## src/rtl/chop_pkg.sv

```systemverilog
// Package: shared types and helpers for the chopping controller.
// Assumes PERIOD is a multiple of 8 so the duty fractions are exact.
package chop_pkg;

    typedef enum logic {
        LOOP_CLOSED = 1'b0,
        LOOP_OPEN   = 1'b1
    } loop_mode_e;

    // On-time in eighths of the period for each open-loop duty code.
    function automatic int unsigned duty_eighths(input logic [1:0] code);
        case (code)
            2'd0:    duty_eighths = 2;
            2'd1:    duty_eighths = 4;
            2'd2:    duty_eighths = 6;
            default: duty_eighths = 7;
        endcase
    endfunction

endpackage

```

## src/rtl/chop_period_gen.sv

```systemverilog
// Module: period counter that models the chopping oscillator.
// Counts 0..last and flags a tick on the final count. A restart input
// forces the count back to zero. If the length shrinks while the count
// is already past the new end, the count wraps at once.
module chop_period_gen #(
    parameter int unsigned PERIOD = 64,
    localparam int unsigned CW    = $clog2(PERIOD)
) (
    input  logic          clk,
    input  logic          rst_n,
    input  logic          restart,
    input  logic          half_sel,
    output logic [CW-1:0] cnt,
    output logic          tick
);

    localparam logic [CW-1:0] LAST_FULL = CW'(PERIOD - 1);
    localparam logic [CW-1:0] LAST_HALF = CW'(PERIOD / 2 - 1);

    logic [CW-1:0] last;

    // Pick the final count for the active period length.
    always_comb begin
        last = half_sel ? LAST_HALF : LAST_FULL;
        tick = (cnt >= last);
    end

    // Advance, wrap or restart the period count.
    always_ff @(posedge clk) begin
        if (!rst_n)
            cnt <= '0;
        else if (restart || tick)
            cnt <= '0;
        else
            cnt <= cnt + 1'b1;
    end

endmodule

```

## src/rtl/chop_ontime.sv

```systemverilog
// Module: fixed on-time end detector for open-loop chopping.
// Flags the last on-cycle of the period for the selected duty code.
// The flag is held off in a cycle in which the period restarts, so a
// restart that lands on the end count still opens a new on-time.
module chop_ontime #(
    parameter int unsigned PERIOD = 64,
    localparam int unsigned CW    = $clog2(PERIOD)
) (
    input  logic [CW-1:0] cnt,
    input  logic [1:0]    duty_sel,
    input  logic          restart,
    output logic          end_ev
);

    import chop_pkg::*;

    logic [CW-1:0] end_cnt [4];

    // One end-count constant per duty code, computed from PERIOD.
    for (genvar g = 0; g < 4; g++) begin : g_end
        assign end_cnt[g] = CW'((PERIOD / 8) * duty_eighths(2'(g)) - 1);
    end

    // Compare against the selected end count.
    always_comb begin
        end_ev = (cnt == end_cnt[duty_sel]) && !restart;
    end

endmodule

```

## src/rtl/chop_switch_ff.sv

```systemverilog
// Module: set/reset flip-flop that drives the high-side gate.
// Priority, highest first: kill, then clear, then set. Assumes all
// inputs are synchronous to clk.
module chop_switch_ff (
    input  logic clk,
    input  logic rst_n,
    input  logic set_ev,
    input  logic clr_ev,
    input  logic kill,
    output logic gate
);

    // Update the switch state with clear and kill winning over set.
    always_ff @(posedge clk) begin
        if (!rst_n)
            gate <= 1'b0;
        else if (kill || clr_ev)
            gate <= 1'b0;
        else if (set_ev)
            gate <= 1'b1;
    end

endmodule

```

## src/rtl/chop_ctrl.sv

```systemverilog
// Module: chopping controller top. A period wrap or a phase strobe sets
// the switch. The comparator (closed loop) or the fixed on-time (open
// loop) clears it. Inhibit and thermal fault force it off. Assumes
// PERIOD >= 16 and is a multiple of 8.
module chop_ctrl #(
    parameter int unsigned PERIOD = 64
) (
    input  logic       clk,
    input  logic       rst_n,
    input  logic       loop_open,
    input  logic       half_rate,
    input  logic [1:0] duty_sel,
    input  logic       cmp_trip,
    input  logic       phase_strobe,
    input  logic       inhibit,
    input  logic       therm_fault,
    output logic       hs_gate,
    output logic       sync_pulse
);

    import chop_pkg::*;

    localparam int unsigned CW = $clog2(PERIOD);

    loop_mode_e    mode;
    logic [CW-1:0] per_cnt;
    logic          per_tick;
    logic          half_sel;
    logic          ot_end;
    logic          set_ev;
    logic          clr_ev;
    logic          kill;

    // Decode the mode and form the set, clear and kill events.
    always_comb begin
        mode     = loop_open ? LOOP_OPEN : LOOP_CLOSED;
        half_sel = (mode == LOOP_CLOSED) && half_rate;
        set_ev   = per_tick || phase_strobe;
        clr_ev   = (mode == LOOP_OPEN) ? ot_end : cmp_trip;
        kill     = inhibit || therm_fault;
    end

    chop_period_gen #(.PERIOD(PERIOD)) u_per (
        .clk      (clk),
        .rst_n    (rst_n),
        .restart  (phase_strobe),
        .half_sel (half_sel),
        .cnt      (per_cnt),
        .tick     (per_tick)
    );

    chop_ontime #(.PERIOD(PERIOD)) u_ot (
        .cnt      (per_cnt),
        .duty_sel (duty_sel),
        .restart  (phase_strobe),
        .end_ev   (ot_end)
    );

    chop_switch_ff u_sw (
        .clk    (clk),
        .rst_n  (rst_n),
        .set_ev (set_ev),
        .clr_ev (clr_ev),
        .kill   (kill),
        .gate   (hs_gate)
    );

    // Register the phase strobe into a one-cycle sync pulse.
    always_ff @(posedge clk) begin
        if (!rst_n)
            sync_pulse <= 1'b0;
        else
            sync_pulse <= phase_strobe;
    end

endmodule

```

## config.mk

```make
export PLATFORM = sky130hd
export DESIGN_NAME = chop_ctrl
export DESIGN_NICKNAME = d
export VERILOG_FILES = /design/src/rtl/chop_pkg.sv /design/src/rtl/chop_period_gen.sv /design/src/rtl/chop_ontime.sv /design/src/rtl/chop_switch_ff.sv /design/src/rtl/chop_ctrl.sv
export SDC_FILE = /design/constraint.sdc
export NUM_CORES = 1
export LEC_CHECK = 0
export BUFFER_PORTS_ARGS = -buffer_cell sky130_fd_sc_hd__buf_2
export CORE_AREA = 10 10 47 49
export DETAILED_ROUTE_END_ITERATION = 12
export DIE_AREA = 0 0 57 59
export GPL_ROUTABILITY_DRIVEN = 0
export GPL_TIMING_DRIVEN = 0
export PLACE_DENSITY_LB_ADDON = 0.1
export SKIP_LAST_GASP = 1
export SLEW_MARGIN = 20
export SYNTH_ARGS = -nofsm -noshare
export SYNTH_HDL_FRONTEND = slang
export SYNTH_SLANG_ARGS = --single-unit
```

## constraint.sdc

```tcl
create_clock -name clk -period 1.4 [get_ports clk]
set_clock_uncertainty 0.1 [all_clocks]
set_input_delay 0 -clock clk [delete_from_list [all_inputs] [get_ports clk]]
set_output_delay 0 -clock clk [all_outputs]
set_load 0.02 [all_outputs]
```

After elaboration in Yosys (flattened, before gate mapping)
Cells that the tools add are included.
{"block": "op_classes", "reduce_logical": 8, "n_addsub": 1, "mux": 6, "bitwise_logic": 3, "n_eq_ne": 1, "n_lt_le_gt_ge": 2}
{"cell": "$mux 6", "count": 3}
{"cell": "$bmux 6 s2", "count": 1}
{"cell": "$add 6x1->6 const B", "count": 1}
{"cell": "$eq 6x6->1", "count": 1}
{"cell": "$ge 6x6->1", "count": 1}
{"cell": "$reduce_or 2->1", "count": 2}
{"cell": "$ge 3x3->1 const B", "count": 1}
{"cell": "$logic_or 1x1->1", "count": 3}
{"cell": "$not 2->3", "count": 1}
{"cell": "$logic_and 1x1->1", "count": 2}
{"cell": "$mux 1", "count": 2}
{"cell": "$not 1->1", "count": 2}
{"cell": "$logic_not 1->1", "count": 1}
{"block": "word_totals", "in_bits": 10, "regBits": 8}

Longest topological paths before layout
Gate-level depths: netlist of run 1.
{"block": "logic_depth", "depth_word": 9, "ltp_mapped": 5}

Cells and area by module
Synthesis of run 1 repeated with hierarchy kept, for this count alone.
{"block": "unflattened", "hier_cells": 46, "hier_area_um2": 442.9}
{"module": "chop_period_gen", "n_inst": 1, "seq_area_each_um2": 120.1, "area_each_um2": 272.8, "cells_per_inst": 29}
{"module": "chop_ontime", "n_inst": 1, "seq_area_each_um2": 0.0, "area_each_um2": 68.8, "cells_per_inst": 8}
{"module": "chop_ctrl", "n_inst": 1, "seq_area_each_um2": 20.0, "area_each_um2": 62.6, "cells_per_inst": 6}
{"module": "chop_switch_ff", "n_inst": 1, "seq_area_each_um2": 20.0, "area_each_um2": 38.8, "cells_per_inst": 3}

Least setup slack after synthesis of run 1
No wires, ideal clock.
{"block": "synth_timing", "kind": "register -> register", "start": "register u_per.cnt[5]", "end": "register u_per.cnt[2]", "arrival_time_ps": 1064, "setup_time_ps": 131, "stages_incl_launch_ff": 5, "path_buffers": 0, "setup_slack_ps": 105, "path_cell_list": "dfxtp_1 ha_1 nand3_1 o211ai_1 nor2_1"}
{"block": "synth_between", "elab_chain_cells": 3}
{"element": "start: declaration", "line": "chop_period_gen.sv:13", "text": "output logic [CW-1:0] cnt,"}
{"element": "start signal: assignment", "line": "chop_period_gen.sv:35", "text": "cnt <= cnt + 1'b1;"}
{"element": "$ge 6x6->1", "line": "chop_period_gen.sv:25", "text": "tick = (cnt >= last);"}
{"element": "$logic_or 1x1->1", "line": "chop_period_gen.sv:32", "text": "else if (restart || tick)"}
{"element": "$reduce_or 2->1 (no line)"}
No other way between the ends.
A chain may end at the register's enable or synchronous reset.

Final worst setup path of run 1
{"block": "layout_timing", "start": "register u_per.cnt[4]", "end": "register u_sw.gate"}
{"block": "layout_between", "elab_chain_cells": 5, "elab_cells_between_ends": 7, "classes_between": "1 x order compare; 1 x eq/ne; 1 x mux; 4 x reduce/logical"}
{"element": "$eq 6x6->1", "line": "chop_ontime.sv:26", "text": "end_ev = (cnt == end_cnt[duty_sel]) && !restart;"}
{"element": "$logic_and 1x1->1", "line": "chop_ontime.sv:26"}
{"element": "$mux 1", "line": "chop_ctrl.sv:39", "text": "clr_ev = (mode == LOOP_OPEN) ? ot_end : cmp_trip;"}
{"element": "$logic_or 1x1->1", "line": "chop_switch_ff.sv:17", "text": "else if (kill || clr_ev)"}
{"element": "$reduce_or 2->1 (no line)"}
{"element": "end signal: assignment", "line": "chop_switch_ff.sv:16", "text": "gate <= 1'b0;"}
{"element": "end signal: assignment", "line": "chop_switch_ff.sv:18", "text": "gate <= 1'b0;"}
{"element": "end signal: assignment", "line": "chop_switch_ff.sv:20", "text": "gate <= 1'b1;"}
{"element": "end: declaration", "line": "chop_switch_ff.sv:10", "text": "output logic gate"}
Several ways; a longest one is shown, not always the timed one.

==> qor.csv, run 1 <==
stage,metric,value,unit
final_layout,post-route cell area,604,sq um
synthesis,post-synth top area cell,dfxtp_1,
timing,setup ws final,0.0793,ns
clock_network,clock buffer count from CTS,3,
power_and_ir_drop,Tot Pwr,474,uW
global_routing,GR Layer Usage met3,5.36,%
synthesis,Post-synth EDFFs,0,
global_routing,All-Layer GR Usage,6.65,%
worst_setup_path,Required @ worst endpoint,1.45,ns
global_routing,met2 Use GR,9.46,%
worst_setup_path,Critical Path Max Stage Delay,0.41,ns
floorplanning,Initial Util,27.8,%
clock_network,clk_lat worst skew,0.26,ns
final_layout,"most common cell after layout, fill and taps aside",buf_2,
synthesis,XOR/XNOR Fraction of Synth Area,9.00,%
detailed_routing,DR WL/cell,12.7,um
clock_network,H-tree depth,1,
synthesis,unique cell type count in the Yosys netlist,23,
global_routing,busiest layer in global routing,met2,
timing,Final setup viols,0,
floorplanning,I/O pins,12,
final_layout,number of nets in the layout,80,
worst_setup_path,type of the worst setup path,reg2reg,
place,DP Area,464,sq um
detailed_routing,vias per inst,4.85,
synthesis,post-synthesis async set-or-reset flop share,0,%
timing,period utilisation layout,94.3,%
synthesis,top_reg_cell synth,dfxtp_1,
global_routing,GR Overflow Total,0,
synthesis,largest family of logic cells by synthesized area,simple AND/OR/NAND/NOR gates,
detailed_routing,total wire length,1040,um
timing,Slew HR,83.5,%
timing,"Hold Violations, Final",0,
floorplanning,Core Area,1400,sq um
timing,minimum clock period,1.32,ns
worst_setup_path,slowest CP cell,or3b_1,
place,Placement Setup Slack,-0.0963,ns
place,Post-Place Cells,72,
detailed_routing,Initial DRT Pass Iterations,4,
synthesis,compound-gate portion of the synthesized area,7.72,%
global_routing,vias in the first global route,379,
global_routing,largest net degree at the start of global routing,8,
synthesis,synthesized area,389,sq um
worst_setup_path,WP buf/inv,0,
final_layout,diodes inserted,0,
clock_network,clock buffer depth,2,
worst_setup_path,CP endpoint kind,flop,
clock_network,Sink Count,8,
synthesis,Seq cells post-synth,8,
synthesis,Mean Syn Cell Area,8.65,sq um
final_layout,proportion of layout cells with a drive suffix above 1,36.4,%
final_layout,P&R area growth vs syn,55.3,%
floorplanning,Rows,14,
global_routing,first-pass GRT wire length,1720,um
synthesis,area share of the largest cell type after synthesis,41.2,%
power_and_ir_drop,peak supply drop,0.404,mV
final_layout,most frequent cells in the layout,"11 x buf_2, 7 x nor2_1, 6 x dfxtp_1",
synthesis,"top cells by area, synth","dfxtp_1 41%, nor2_1 6.8%, xor2_1 6.8%",
synthesis,Mapped Cells,45,
synthesis,yosys synthesis warning count,0,
timing,worst-margin pin slew,0.248,ns
synthesis,Post-Synth Adder-Cell Area,6.43,%
worst_setup_path,crit-path max FO,6,
synthesis,sequential area share after synthesis,41.2,%
timing,final setup TNS,0,ns
power_and_ir_drop,leakage,0.223,nW
global_routing,initial antenna violation count,0,
worst_setup_path,critical-path cell list,"or3b_1, a211oi_2, nor4b_2",
synthesis,Synth Area in Simple Gates,34.7,%
clock_network,TritonCTS clock tree,done,
detailed_routing,routed vias,398,
outcome,outcome,finished clean,
worst_setup_path,WP data arrival,1.37,ns
synthesis,syn_nets,57,
detailed_routing,post-route antenna net violation count,0,
floorplanning,Die Width,57,um
place,IO Port Bufs,11,
flow_run,Max Cap Viol,0,
clock_network,clk slew on worst S/H paths,0.06,ns
detailed_routing,DR iter-0 viols,2,
min_path,Min-Delay Path Class,in2reg,
worst_setup_path,Crit path max-delay family,simple AND/OR/NAND/NOR gates,
power_and_ir_drop,Cell Pwr Density,784,nW/um^2
timing,RSZ-0062 raised after global routing,yes,
synthesis,post-synthesis mux area share,0,%
clock_network,CTS root buffer,clkbuf_4,
final_layout,fill count,152,
global_routing,M1 GR Usage,7.36,%
final_layout,fin cells,82,
floorplanning,Die Area,3360,sq um
floorplanning,die height,59,um
timing,fin. max-slew vios,0,
timing,Max Clock Freq,757,MHz
worst_setup_path,Startpoint Class,flop,
detailed_routing,number of remaining DRC errors,0,
-- final timing paths --
| kind | slack (ns) | to | from | cells past startpoint |
|---|---|---|---|---|
| min | 0.08 | u_sw.gate | phase_strobe | 4 |
| max reg2reg | 0.08 | u_sw.gate | u_per.cnt[4] | 3 |
| min reg2reg | 0.38 | u_per.cnt[0] | u_per.cnt[0] | 1 |
| max | 0.08 | u_sw.gate | u_per.cnt[4] | 3 |
-- power by group --
part / internal (mW) / leakage (nW) / total, mW / switching [mW]
clock network: 0.0986 / 0.0138 / 0.184 / 0.0853
logic: 0.0321 / 0.143 / 0.0552 / 0.0231
registers: 0.231 / 0.0664 / 0.235 / 0.00388
total: 0.362 / 0.223 / 0.474 / 0.112
-- synth_stat cells, types with 2 or more instances --
cell     n
dfxtp_1  8
ha_1     2
nand2_1  3
nand3_1  4
nor2_1   7
o21ai_0  2
xor2_1   3
-- timing repair --
action                                  CTS  global route
gates resized for setup                   0            10
hold endpoints to repair                  2             0
endpoints found under the setup margin    6             7
pin swaps                                 1             2
setup buffers                             1             1
hold buffers                              5             0
-- registers in the layout (all words and copies together), names as in the netlist --
| signal | flops |
|---|---|
| u_per.cnt | 6 |
| u_sw.gate | 1 |
| sync_pulse | 1 |
-- per-stage QoR --
stage	utilization, %	hold slack (ns)
3_5_place_dp	33.1	0.154
6_report	43.1	0.0763
3_3_place_gp	33.1	0.155
2_1_floorplan	-	0.0217
5_1_grt	43.1	0.125
4_1_cts	38.8	0.0596
-- cells by family (layout without fill, tap and decap cells) --
family | after synthesis | after routing
DFF | 8 | 8
AOI/OAI and AO/OA | 5 | 5
and+or+nand+nor | 25 | 25
xor gates and xnor gates | 4 | 4
buffers and inverters | 1 | 22
adders and majority gates | 2 | 2
-- routing by layer --
metal	vias to the layer above	routed length, um
met5	-	0
met4	0	0
met3	0	100
met2	13	459
met1	185	484
li1	200	-
-- worst min-delay path, cell delays in order --
cell and delay, ns:
buf_2 0.11, nor3_1 0.04, o21ai_0 0.06, nor4b_2 0.17
-- cell type report --
| class | count | area (sq um) | area share (%) |
|---|---|---|---|
| timing repair buffer | 18 | 120 | 19.9 |
| clock buffer | 3 | 22.5 | 3.73 |
| multi-input combinational | 36 | 273 | 45.1 |
| sequential | 8 | 165 | 27.3 |
| inverter | 1 | 3.75 | 0.621 |
| tap | 16 | 20.0 | 3.31 |
No activity file was read; power rests on OpenSTA's default activity.
==> run 2, diff against run 1 <==
--- a/config.mk
+++ b/config.mk
@@ -12,6 +12,7 @@
 export GPL_ROUTABILITY_DRIVEN = 0
 export GPL_TIMING_DRIVEN = 0
 export PLACE_DENSITY_LB_ADDON = 0.1
+export SETUP_SLACK_MARGIN = 0.1
 export SKIP_LAST_GASP = 1
 export SLEW_MARGIN = 20
 export SYNTH_ARGS = -nofsm -noshare
==> run 2 against run 1 <==
Compared with the run above:
- setup slack gained 0.042 ns
- sequential share of layout area shrank 0.48 points
- clock-buffer cell count stayed put
- routed wire length about the same
- register-to-register slack gained 0.04 ns
- sequential cell count unchanged
- hold slack improved by 0.0044 ns
- cell count is 1.2% higher
- first-iteration DRC count unchanged
- final area increased by 1.0%
- largest power group unchanged
==> qor.csv, run 2 (synthesis gave the netlist of run 1 again) <==
stage,metric,value,unit,change
timing,period utilisation layout,91.4,%,-3.0 points
place,Post-Place Cells,72,,unchanged
clock_network,clk slew on worst S/H paths,0.06,ns,about the same
clock_network,TritonCTS clock tree,done,,
final_layout,diodes inserted,0,,unchanged
min_path,Worst Hold Endpoint,u_sw.gate,,
worst_setup_path,Crit Reg-Reg Endpoint,u_sw.gate,,
final_layout,max reg flops,6,,unchanged
final_layout,register name with the most flops,u_per.cnt,,
detailed_routing,DR iter-0 viols,2,,unchanged
worst_setup_path,reg2reg start,u_per.cnt[4],,
final_layout,most frequent cells in the layout,"11 x buf_2, 7 x nor2_1, 5 x dlygate4sd3_1, 5 x dfxtp_1",,
clock_network,clock buffer depth,2,,unchanged
detailed_routing,routed vias,397,,-0.25%
worst_setup_path,CP endpoint kind,flop,,
worst_setup_path,reg2reg setup slack,0.12,ns,+0.04 ns
place,Placement Setup Slack,-0.0963,ns,unchanged
final_layout,P&R area growth vs syn,56.9,%,
floorplanning,Core Area,1400,sq um,unchanged
power_and_ir_drop,Tot Pwr,477,uW,+0.69%
detailed_routing,total wire length,1040,um,about the same
floorplanning,Initial Util,27.8,%,unchanged
final_layout,number of nets in the layout,81,,+1.3%
timing,Final setup viols,0,,unchanged
floorplanning,die height,59,um,unchanged
detailed_routing,vias per inst,4.78,,-1.5%
min_path,Min-Delay Path Class,in2reg,,
clock_network,H-tree depth,1,,unchanged
global_routing,vias in the first global route,377,,-0.53%
floorplanning,Die Area,3360,sq um,unchanged
worst_setup_path,Critical Path Max Stage Delay,0.41,ns,about the same
worst_setup_path,slowest CP cell,or3b_1,,
timing,Slew HR,84.5,%,+1.0 points
worst_setup_path,Required @ worst endpoint,1.45,ns,about the same
timing,setup ws final,0.121,ns,+0.0418 ns
global_routing,initial antenna violation count,0,,unchanged
final_layout,"most common cell after layout, fill and taps aside",buf_2,,
final_layout,"Core Util, Final",43.6,%,+0.45 points
worst_setup_path,type of the worst setup path,reg2reg,,
clock_network,Sink Count,8,,unchanged
final_layout,fill count,150,,-1.3%
min_path,worst hold start,loop_open,,
worst_setup_path,WP data arrival,1.33,ns,-0.04 ns
detailed_routing,Initial DRT Pass Iterations,2,,-2
global_routing,All-Layer GR Usage,6.69,%,+0.043 points
floorplanning,Rows,14,,unchanged
power_and_ir_drop,peak supply drop,0.402,mV,-0.48%
global_routing,first-pass GRT wire length,1740,um,+1.2%
worst_setup_path,crit-path max FO,6,,unchanged
timing,worst hold slack,0.0808,ns,+0.00444 ns
final_layout,post-route cell area,611,sq um,+1.0%
floorplanning,Die Width,57,um,unchanged
clock_network,clock buffer count from CTS,3,,unchanged
final_layout,top flop regs,"u_per.cnt: 6 flops, sync_pulse: 1 flops, u_sw.gate: 1 flops",,
power_and_ir_drop,leakage,0.227,nW,+1.5%
detailed_routing,number of remaining DRC errors,0,,unchanged
timing,worst-margin pin slew,0.231,ns,-0.0169 ns
floorplanning,I/O pins,12,,unchanged
flow_run,Max Cap Viol,0,,unchanged
clock_network,CTS root buffer,clkbuf_4,,
worst_setup_path,R2R cell count,3,,unchanged
global_routing,GR Overflow Total,0,,unchanged
timing,"Hold Violations, Final",0,,unchanged
place,DP Area,464,sq um,unchanged
worst_setup_path,critical-path cell list,"or3b_1, a211oi_2, nor4b_2",,
final_layout,fin cells,83,,+1.2%
power_and_ir_drop,Cell Pwr Density,781,nW/um^2,-0.34%
global_routing,largest net degree at the start of global routing,8,,unchanged
detailed_routing,DR WL/cell,12.6,um,-1.3%
detailed_routing,post-route antenna net violation count,0,,unchanged
place,IO Port Bufs,11,,unchanged
final_layout,proportion of layout cells with a drive suffix above 1,38.8,%,+2.4 points
worst_setup_path,Startpoint Class,flop,,
outcome,outcome,finished clean,,
min_path,Min-Delay Path Depth,4,,unchanged
timing,Max Clock Freq,782,MHz,+3.3%
timing,RSZ-0062 raised after global routing,yes,,
clock_network,clk_lat worst skew,0.26,ns,about the same
timing,minimum clock period,1.28,ns,-0.0418 ns
timing,fin. max-slew vios,0,,unchanged
timing,final setup TNS,0,ns,unchanged
==> run 2: cell count changes in the layout (fill, tap and decap cells not counted) <==
| cell | before | now |
|---|---|---|
| dfxtp_1 | 6 | 5 |
| dfxtp_4 | 1 | 0 |
| dfxtp_2 | 1 | 3 |
| buf_4 | 2 | 3 |
==> run 2: worst max path at each step <==
stage	slack, ns	endpoint	cells past startpoint	start
final	0.12	u_sw.gate	3	u_per.cnt[4]
after floorplan	0.10	u_per.cnt[2]	4	u_per.cnt[5]
after global placement	-0.12	u_per.cnt[3]	4	u_per.cnt[5]
after detailed placement	-0.1	u_per.cnt[4]	4	u_per.cnt[5]
after CTS	0.10	u_sw.gate	3	u_per.cnt[4]
after global routing	0.04	u_per.cnt[3]	5	u_per.cnt[5]
==> run 2: layout make-up <==
cell class | instances | area (sq um) | share of cell area (%)
Clock buffer | 3 | 22.5 | 3.69
Multi-Input combinational cell | 36 | 273 | 44.7
Sequential cell | 8 | 164 | 26.8
Inverter | 1 | 3.75 | 0.615
Timing Repair Buffer | 19 | 128 | 20.9
Tap cell | 16 | 20.0 | 3.28
==> run 2: repair_timing <==
action | CTS | global route
endpoints found under the hold margin | 2 | 1
endpoints found under the setup margin | 7 | 8
hold buffers | 5 | 1
pin swaps | 2 | 2
gates cloned | 0 | 0
resized for setup | 3 | 7
setup buffers | 2 | 1
==> run 2: power by group <==
part	switching, mW	leakage (nW)	internal, mW
clock	0.0843	0.0138	0.0985
combinational	0.0233	0.147	0.0338
sequential	0.00388	0.0664	0.233
==> run 2: layer usage <==
metal / vias to the layer above / track usage, % / wire, um
li1: 204 / - / -
met1: 180 / 7.48 / 486
met2: 13 / 9.46 / 455
met3: 0 / 5.36 / 100
met4: 0 / 2.01 / 0
met5: - / 0 / 0
==> run 2: worst max-delay path: cells and delay by family (launching register included) <==
family | cells | cell delay [ns]
AO/OA/AOI/OAI | 1 | 0.22
flip-flops | 1 | 0.37
AND/OR/NAND/NOR | 2 | 0.48
